**config.mk**
```make
export PLATFORM = sky130hd
export DESIGN_NAME = udma_rx_host
export DESIGN_NICKNAME = d
export VERILOG_FILES = /design/src/rtl/udma_rx_pkg.sv /design/src/rtl/udma_rx_sync.sv /design/src/rtl/udma_rx_fifo.sv /design/src/rtl/udma_rx_ctrl.sv /design/src/rtl/udma_rx_host.sv
export SDC_FILE = /design/constraint.sdc
export NUM_CORES = 1
export LEC_CHECK = 0
export CORE_UTILIZATION = 35
export CTS_CLUSTER_SIZE = 12
export DETAILED_ROUTE_END_ITERATION = 7
export PLACE_DENSITY_LB_ADDON = 0.08
export SLEW_MARGIN = 10
export SYNTH_ARGS = -nofsm -noshare
export SYNTH_HDL_FRONTEND = slang
export SYNTH_HIERARCHICAL = 1
export SYNTH_SLANG_ARGS = --single-unit
export TNS_END_PERCENT = 20
```
**constraint.sdc**
```tcl
create_clock -name clk -period 3.5 [get_ports clk]
set_input_delay 0.525 -clock clk [delete_from_list [all_inputs] [get_ports clk]]
set_output_delay 0.525 -clock clk [all_outputs]
set_load 0.02 [all_outputs]
```
**src/rtl/udma_rx_pkg.sv**
```systemverilog
package udma_rx_pkg;

  typedef enum logic [2:0] {
    ST_IDLE,
    ST_SETUP,
    ST_XFER,
    ST_DRAIN,
    ST_STOPPING,
    ST_RELEASE
  } rx_state_t;

  // minimum spacing of control edges inside the acknowledge envelope
  localparam int unsigned ENVELOPE_NS = 20;

  // interval after ready withdrawal before the sender may be taken as paused
  function automatic int unsigned pause_ns(input logic [2:0] m);
    case (m)
      3'd0:    return 160;
      3'd1:    return 125;
      default: return 100;
    endcase
  endfunction

  function automatic int unsigned ns_to_cyc(input int unsigned ns, input int unsigned clk_ns);
    return (ns + clk_ns - 1) / clk_ns;
  endfunction

endpackage

```
**src/rtl/udma_rx_sync.sv**
```systemverilog
module udma_rx_sync #(
  parameter int unsigned W = 16
) (
  input  logic         clk,
  input  logic         rst,
  input  logic         strobe_in,
  input  logic         req_in,
  input  logic [W-1:0] data_in,
  output logic         cap,
  output logic [W-1:0] cap_data,
  output logic         req_s
);

  logic [2:0]   st;
  logic [1:0]   rq;
  logic [W-1:0] d1, d2;

  always_ff @(posedge clk) begin
    if (rst) begin
      st <= '0;
      rq <= '0;
    end else begin
      st <= {st[1:0], strobe_in};
      rq <= {rq[0], req_in};
    end
  end

  // data travels the same two stages as the strobe so the pair stays aligned
  always_ff @(posedge clk) begin
    d1 <= data_in;
    d2 <= d1;
  end

  assign cap      = st[1] ^ st[2];
  assign cap_data = d2;
  assign req_s    = rq[1];

endmodule

```
**src/rtl/udma_rx_fifo.sv**
```systemverilog
module udma_rx_fifo #(
  parameter int unsigned W     = 16,
  parameter int unsigned DEPTH = 16
) (
  input  logic                     clk,
  input  logic                     rst,
  input  logic                     wr_en,
  input  logic [W-1:0]             wr_data,
  output logic                     out_valid,
  output logic [W-1:0]             out_data,
  input  logic                     out_ready,
  output logic [$clog2(DEPTH):0]   free_slots
);

  localparam int unsigned AW = $clog2(DEPTH);
  localparam logic [AW:0] FULL = (AW+1)'(DEPTH);

  logic [W-1:0]  mem [DEPTH];
  logic [AW-1:0] wr_ptr, rd_ptr;
  logic [AW:0]   cnt;
  logic          wr_ok, load;

  assign wr_ok = wr_en && (cnt != FULL);
  assign load  = (!out_valid || out_ready) && (cnt != '0);

  always_ff @(posedge clk) begin
    if (wr_ok) mem[wr_ptr] <= wr_data;
  end

  always_ff @(posedge clk) begin
    if (load) out_data <= mem[rd_ptr];
  end

  always_ff @(posedge clk) begin
    if (rst) begin
      wr_ptr    <= '0;
      rd_ptr    <= '0;
      cnt       <= '0;
      out_valid <= 1'b0;
    end else begin
      if (wr_ok) wr_ptr <= wr_ptr + 1'b1;
      if (load)  rd_ptr <= rd_ptr + 1'b1;
      case ({wr_ok, load})
        2'b10:   cnt <= cnt + 1'b1;
        2'b01:   cnt <= cnt - 1'b1;
        default: cnt <= cnt;
      endcase
      if (load)           out_valid <= 1'b1;
      else if (out_ready) out_valid <= 1'b0;
    end
  end

  assign free_slots = FULL - cnt;

endmodule

```
**src/rtl/udma_rx_ctrl.sv**
```systemverilog
module udma_rx_ctrl
  import udma_rx_pkg::*;
#(
  parameter int unsigned CLK_NS = 10
) (
  input  logic       clk,
  input  logic       rst,
  input  logic [2:0] mode,
  input  logic       req_s,
  input  logic       end_req,
  input  logic       room_ok,
  output logic       ack,
  output logic       stop,
  output logic       ready,
  output logic       paused
);

  localparam int unsigned ENV_CYC = ns_to_cyc(ENVELOPE_NS, CLK_NS);
  localparam int unsigned RP_MAX  = ns_to_cyc(pause_ns(3'd0), CLK_NS);
  localparam int unsigned TOP_CYC = (RP_MAX > ENV_CYC) ? RP_MAX : ENV_CYC;
  localparam int unsigned CW      = $clog2(TOP_CYC + 1);
  localparam logic [CW-1:0] ENV_LD = CW'(ENV_CYC);
  localparam logic [CW-1:0] ONE    = CW'(1);

  logic [CW-1:0] rp_tab [8];
  logic [CW-1:0] rp_cyc;

  for (genvar g = 0; g < 8; g++) begin : g_rp
    assign rp_tab[g] = CW'(ns_to_cyc(pause_ns(3'(g)), CLK_NS));
  end

  assign rp_cyc = rp_tab[mode];

  rx_state_t     state;
  logic [CW-1:0] wcnt;

  always_ff @(posedge clk) begin
    if (rst) begin
      state  <= ST_IDLE;
      wcnt   <= '0;
      ack    <= 1'b0;
      stop   <= 1'b1;
      ready  <= 1'b0;
      paused <= 1'b0;
    end else begin
      case (state)
        ST_IDLE: begin
          if (req_s) begin
            ack   <= 1'b1;
            wcnt  <= ENV_LD;
            state <= ST_SETUP;
          end
        end
        ST_SETUP: begin
          if (wcnt == ONE) begin
            stop  <= 1'b0;
            ready <= 1'b1;
            state <= ST_XFER;
          end else begin
            wcnt <= wcnt - 1'b1;
          end
        end
        ST_XFER: begin
          if (!req_s) begin
            stop   <= 1'b1;
            ready  <= 1'b0;
            paused <= 1'b0;
            wcnt   <= ENV_LD;
            state  <= ST_RELEASE;
          end else if (end_req) begin
            ready  <= 1'b0;
            paused <= 1'b0;
            wcnt   <= rp_cyc;
            state  <= ST_DRAIN;
          end else if (ready && !room_ok) begin
            ready <= 1'b0;
            wcnt  <= rp_cyc;
          end else if (!ready && room_ok) begin
            ready  <= 1'b1;
            paused <= 1'b0;
          end else if (!ready && !paused) begin
            if (wcnt == ONE) paused <= 1'b1;
            wcnt <= wcnt - 1'b1;
          end
        end
        ST_DRAIN: begin
          if (!req_s) begin
            stop  <= 1'b1;
            wcnt  <= ENV_LD;
            state <= ST_RELEASE;
          end else if (wcnt == ONE) begin
            stop  <= 1'b1;
            state <= ST_STOPPING;
          end else begin
            wcnt <= wcnt - 1'b1;
          end
        end
        ST_STOPPING: begin
          if (!req_s) begin
            wcnt  <= ENV_LD;
            state <= ST_RELEASE;
          end
        end
        ST_RELEASE: begin
          if (wcnt == ONE) begin
            ack   <= 1'b0;
            state <= ST_IDLE;
          end else begin
            wcnt <= wcnt - 1'b1;
          end
        end
        default: state <= ST_IDLE;
      endcase
    end
  end

endmodule

```
**src/rtl/udma_rx_host.sv**
```systemverilog
module udma_rx_host #(
  parameter int unsigned W      = 16,
  parameter int unsigned DEPTH  = 16,
  parameter int unsigned THRESH = 4,
  parameter int unsigned CLK_NS = 10
) (
  input  logic         clk,
  input  logic         rst,
  input  logic [2:0]   mode_sel,
  input  logic         end_req,
  input  logic         dev_req,
  input  logic         dev_strobe,
  input  logic [W-1:0] dev_data,
  output logic         host_ack,
  output logic         host_stop,
  output logic         host_ready,
  output logic         sender_paused,
  output logic         out_valid,
  output logic [W-1:0] out_data,
  input  logic         out_ready
);

  localparam int unsigned AW = $clog2(DEPTH);

  logic         cap, req_s, room_ok;
  logic [W-1:0] cap_data;
  logic [AW:0]  free_slots;

  udma_rx_sync #(.W(W)) u_sync (
    .clk      (clk),
    .rst      (rst),
    .strobe_in(dev_strobe),
    .req_in   (dev_req),
    .data_in  (dev_data),
    .cap      (cap),
    .cap_data (cap_data),
    .req_s    (req_s)
  );

  udma_rx_fifo #(.W(W), .DEPTH(DEPTH)) u_fifo (
    .clk       (clk),
    .rst       (rst),
    .wr_en     (cap && host_ack),
    .wr_data   (cap_data),
    .out_valid (out_valid),
    .out_data  (out_data),
    .out_ready (out_ready),
    .free_slots(free_slots)
  );

  assign room_ok = (free_slots >= (AW+1)'(THRESH));

  udma_rx_ctrl #(.CLK_NS(CLK_NS)) u_ctrl (
    .clk    (clk),
    .rst    (rst),
    .mode   (mode_sel),
    .req_s  (req_s),
    .end_req(end_req),
    .room_ok(room_ok),
    .ack    (host_ack),
    .stop   (host_stop),
    .ready  (host_ready),
    .paused (sender_paused)
  );

endmodule

```
==> metrics, run 1 <==
CP Buf/Inv Count 2; Antenna Nets Post-Route 0; cell-internal power 7.95 mW; final WL 27100 um; CTS tree done; Crit Path Class reg -> reg; Logic pwr share 0.184; Yosys warnings 6; Final setup viols 0; ant diodes 0; CP Data Required Time 3.91 ns; Pleak 4.92 nW; Die Y 193 um; peak supply drop 0.313 mV; vias in the first global route 6625; slowest stage delay, CP 0.47 ns; Achievable Freq 0.323 GHz; crit-path cells inv_1 > ha_1 > nor3b_1 > ha_1 > inv_1 > or3_1 > mux2_2 > o211ai_1 > o311a_1 > nor2_1 > a211o_1; DIE WIDTH 193 um; Hold Fails Final Rpt 0; Fin Setup TNS 0 ns; Core ar. 0.0358 sq mm; Placement Setup Slack 0.427 ns; sequential power share 0.446; clock sink total 335; status finished with violations; first-pass GRT wire length 41600 um; post-route DRC violation count 3; crit path max fanout 8; GR Overflow Total 0; critical path data arrival time 3.51 ns; Crit-path slowest cell dfxtp_1; Post-CTS Hold Buffers 0; RSZ-0062 raised after global routing false; synthesized area 0.0128 sq mm; via count 6259; Root Buffer clkbuf_16; Initial Utilization 0.358; clock share of power 0.369; full die area 0.0374 sq mm; Worst Skew 0.0161 ns; P_sw 2.64 mW; sw frac 0.249; First DRT Iteration DRCs 382; initial antenna violation count 0; # IOs 46; Rel. slew slack 0.507; Resized cells post-CTS 0; Synth Instances 654; Post-CTS Repair Setup Buffers 0; Worst-path clk slew 0.06 ns; Syn Nets 694; crit end category flop; Rows 69; H-tree levels 2; WL per Instance 22.0 um; DRT Pass-1 Iters 6; fraction of layout cells with a size suffix above 1 0.237; Power Density 698 mW/mm^2; Clock Path Buffers 3; Final WS setup 0.406 ns; Port Buffer Count 45; Final period util 0.884; fin util 0.424; Worst setup SP type flop; # nets final 782; synthesis-to-layout area growth 18.5%; crit-path leading delay family compound AO/OA/AOI/OAI gates; DPL Wire Length 16000 um; failing checks DRC; fin. max-slew vios 0; clock buffer count from CTS 38; largest net degree at the start of global routing 48; GR Util All Layers 0.151; routability congestion estimate 0.785; Max Cap Viol 0; Skew-Pair Late Insertion Delay 0.53 ns; path type of the worst min-delay path reg -> reg; DR vias/cell 5.08; syn avg cell area 19.6 sq um; worst slew pin tran 0.737 ns; crit path time final 3.09 ns
per-stage QoR:
step                      instances  power (mW)  instance area [sq um]  hold WS [ns]
after floorplan                 654        6.21                  12800         0.310
after global placement         1163        6.80                  13900         0.310
after detailed placement       1163        6.83                  13900         0.312
after CTS                      1232        10.8                  15200         0.325
after global routing           1232        11.1                  15200         0.330
final                          1232        10.6                  15200         0.318
placed cells by master, fill, tap and decap left out, types with 5 or more instances in the layout:
master / count
nor3_1: 5
nor2_2: 13
nor2_1: 26
clkbuf_1: 13
ha_1: 15
inv_1: 16
nor3b_1: 5
clkdlybuf4s50_1: 45
edfxtp_1: 272
clkbuf_16: 39
xor2_1: 6
o21ai_0: 9
mux4_2: 67
a21oi_1: 16
nand2b_1: 6
xnor2_1: 8
buf_4: 31
clkinv_2: 8
nand2_1: 18
mux4_1: 13
dfxtp_1: 61
nor2b_1: 12
power by group through the flow:
| stage | Clock, mW | Combinational (mW) | Sequential (mW) |
|---|---|---|---|
| after CTS | 4.04 | 2.00 | 4.75 |
| after detailed placement | 0 | 2.00 | 4.83 |
| after global routing | 4.18 | 2.12 | 4.77 |
| after floorplan | 0 | 1.39 | 4.82 |
| after global placement | 0 | 1.98 | 4.82 |
| final | 3.91 | 1.95 | 4.73 |
final cells by class:
| class | instances | area, sq um |
|---|---|---|
| clock inverter | 15 | 180 |
| fill | 3128 | 20600 |
| timing repair buffer | 78 | 723 |
| inverter | 16 | 60.1 |
| sequential | 335 | 9430 |
| multi-input combinational | 273 | 3150 |
| clock buffer | 54 | 1050 |
| tap | 461 | 577 |
registers in the layout (all words and copies together) (netlist names):
signal and flops:
u_fifo/out_data 16, u_fifo/wr_ptr 4, u_ctrl/ready 1, u_sync/d1 16, u_ctrl/wcnt 5, u_sync/cap_data 16, u_fifo/out_valid 1, u_fifo/rd_ptr 4
u_ctrl/paused 1, u_ctrl/state 3, u_fifo/cnt 5, u_fifo/mem 256, u_ctrl/ack 1, u_sync/st 3, u_sync/rq 2, u_ctrl/stop 1
worst paths after layout:
check        cells after the start                          end  slack, ns                        from
max                             11  u_ctrl/wcnt[2]$_SDFFE_PP0P_       0.41  u_fifo/cnt[1]$_SDFFE_PP0P_
min                              0  u_sync/cap_data[12]$_DFF_P_       0.32       u_sync/d1[12]$_DFF_P_
max reg2reg                     11  u_ctrl/wcnt[2]$_SDFFE_PP0P_       0.41  u_fifo/cnt[1]$_SDFFE_PP0P_
min reg2reg                      0  u_sync/cap_data[12]$_DFF_P_       0.32       u_sync/d1[12]$_DFF_P_
layer usage:
metal  up-vias  global-route usage  part of all wire
li1       2796                   -                 -
met4         0              0.0489             0.023
met1      3274               0.203              0.44
met2       145               0.247              0.49
met3        44              0.0268             0.046
met5         -                   0                 0
(Power assumes the default switching activity.)
==> run 2, diff against run 1 <==
--- a/config.mk
+++ b/config.mk
@@ -5,9 +5,10 @@
 export SDC_FILE = /design/constraint.sdc
 export NUM_CORES = 1
 export LEC_CHECK = 0
-export CORE_UTILIZATION = 35
+export CORE_UTILIZATION = 25
 export CTS_CLUSTER_SIZE = 12
 export DETAILED_ROUTE_END_ITERATION = 7
+export MAX_ROUTING_LAYER = met4
 export PLACE_DENSITY_LB_ADDON = 0.08
 export SLEW_MARGIN = 10
 export SYNTH_ARGS = -nofsm -noshare
==> metrics, run 2 (synthesized netlist as in run 1, its figures left out) <==
WL per Instance 20.9 um; GR Util All Layers 0.123; P_sw 2.79 mW; DR vias/cell 4.36; Antenna Nets Post-Route 0; Fin Setup TNS 0 ns; largest net degree at the start of global routing 53; DRT Pass-1 Iters 4; fraction of layout cells with a size suffix above 1 0.245; Max Cap Viol 0; final WL 30200 um; path type of the worst min-delay path reg -> reg; Die Y 228 um; clock share of power 0.362; crit end category flop; first-pass GRT wire length 45600 um; Worst Skew 0.0102 ns; most common cell after layout, fill and taps aside edfxtp_1; initial antenna violation count 0; Pleak 4.92 nW; area of the multi-input gates 0.00315 sq mm; cells on worst reg2reg path 14; Worst setup SP type flop; Hold Fails Final Rpt 0; Clock Path Buffers 3; Resized cells post-CTS 0; most frequent cells in the layout edfxtp_1, mux4_2, dfxtp_1, clkdlybuf4s50_1, clkbuf_16; Achievable Freq 0.327 GHz; Biggest register u_fifo/mem; ant diodes 0; Rows 82; Final setup viols 0; crit path max fanout 9; # nets final 786; Initial Utilization 0.254; Final period util 0.875; DIE WIDTH 228 um; critical path data arrival time 3.50 ns; worst slew pin tran 0.679 ns; total power 10.6 mW; clock sink total 335; placement-stage cell area 0.0142 sq mm; vias in the first global route 6874; Hold Path Stages 0; fin area 0.0154 sq mm; Power Density 686 mW/mm^2; via count 6308; Skew-Pair Late Insertion Delay 0.54 ns; Post-CTS Hold Buffers 0; synthesis-to-layout area growth 20.5%; Largest register FFs 256; full die area 0.0522 sq mm; routability congestion estimate 0.795; Rel. slew slack 0.546; fin. max-slew vios 0; sw frac 0.263; CTS tree done; Crit Path Class reg -> reg; Core ar. 0.0504 sq mm; # IOs 46; Root Buffer clkbuf_16; Worst-path clk slew 0.06 ns; post-route DRC violation count 0; cell-internal power 7.81 mW; register area 0.00943 sq mm; GR Overflow Total 0; fill cell count 4871; First DRT Iteration DRCs 421; status complete, no violations; sequential power share 0.446; CP Data Required Time 3.93 ns; Post-CTS Repair Setup Buffers 0; H-tree levels 2; peak supply drop 0.246 mV; Logic pwr share 0.192; crit path time final 3.06 ns; clock buffer count from CTS 39; RSZ-0062 raised after global routing false; DPL Wire Length 18000 um; Port Buffer Count 45
[run 2: changes by cell type in the layout (fill, tap and decap cells not counted), sizes merged]
cell / change
buf: +3
clkinv: +3
bufinv: -3
clkinvlp: +3
clkbuf: -3
[run 2: critical path: stages, from the launching register on]
cell and delay [ns]:
dfxtp_1 0.47, inv_1 0.08, ha_1 0.20, nor3b_1 0.17, ha_1 0.20, nor2b_1 0.13
buf_4 0.17, inv_1 0.07, ha_1 0.29, xor2_1 0.20, ha_1 0.21, and3b_1 0.17
o21ai_0 0.07, a31oi_1 0.17, mux2_2 0.35
[run 2: area by class of cell]
class	count	share of cell area
Multi-Input combinational cell	273	0.204
Inverter	16	0.00389
Clock inverter	18	0.00810
Tap cell	672	0.0544
Clock buffer	51	0.0694
Sequential cell	335	0.611
Timing Repair Buffer	81	0.0491
[run 2: metrics by stage]
step                utilization  hold slack (ns)  std cells  setup WS [ns]
floorplan                     -            0.310        654          0.114
global placement          0.283            0.310       1377          0.562
detailed placement        0.283            0.312       1377          0.468
CTS                       0.307            0.324       1446          0.445
global route              0.307            0.334       1446          0.243
finish                    0.307            0.324       1446          0.438
[run 2: final timing paths]
| check | slack (ns) | startpoint | end |
|---|---|---|---|
| setup / recovery | 0.44 | u_fifo/cnt[1]$_SDFFE_PP0P_ | u_fifo/cnt[4]$_SDFFE_PP0P_ |
| setup reg to reg | 0.44 | u_fifo/cnt[1]$_SDFFE_PP0P_ | u_fifo/cnt[4]$_SDFFE_PP0P_ |
| hold reg to reg | 0.32 | u_sync/d1[10]$_DFF_P_ | u_sync/cap_data[10]$_DFF_P_ |
| hold / removal | 0.32 | u_sync/d1[10]$_DFF_P_ | u_sync/cap_data[10]$_DFF_P_ |
[run 2: power by group through the flow]
stage | Sequential (mW) | Clock [mW] | Combinational (mW)
3_5_place_dp | 4.82 | 0 | 2.09
4_1_cts | 4.74 | 3.97 | 2.10
3_3_place_gp | 4.81 | 0 | 2.06
2_1_floorplan | 4.82 | 0 | 1.39
5_1_grt | 4.77 | 4.13 | 2.20
6_report | 4.73 | 3.84 | 2.03
[run 2: metal layers]
metal	vias up	wire (um)	global-route usage
met3	78	1080	0.0223
li1	2809	-	-
met2	137	14900	0.199
met1	3284	13200	0.151
met4	0	1020	0.0505
met5	-	0	-
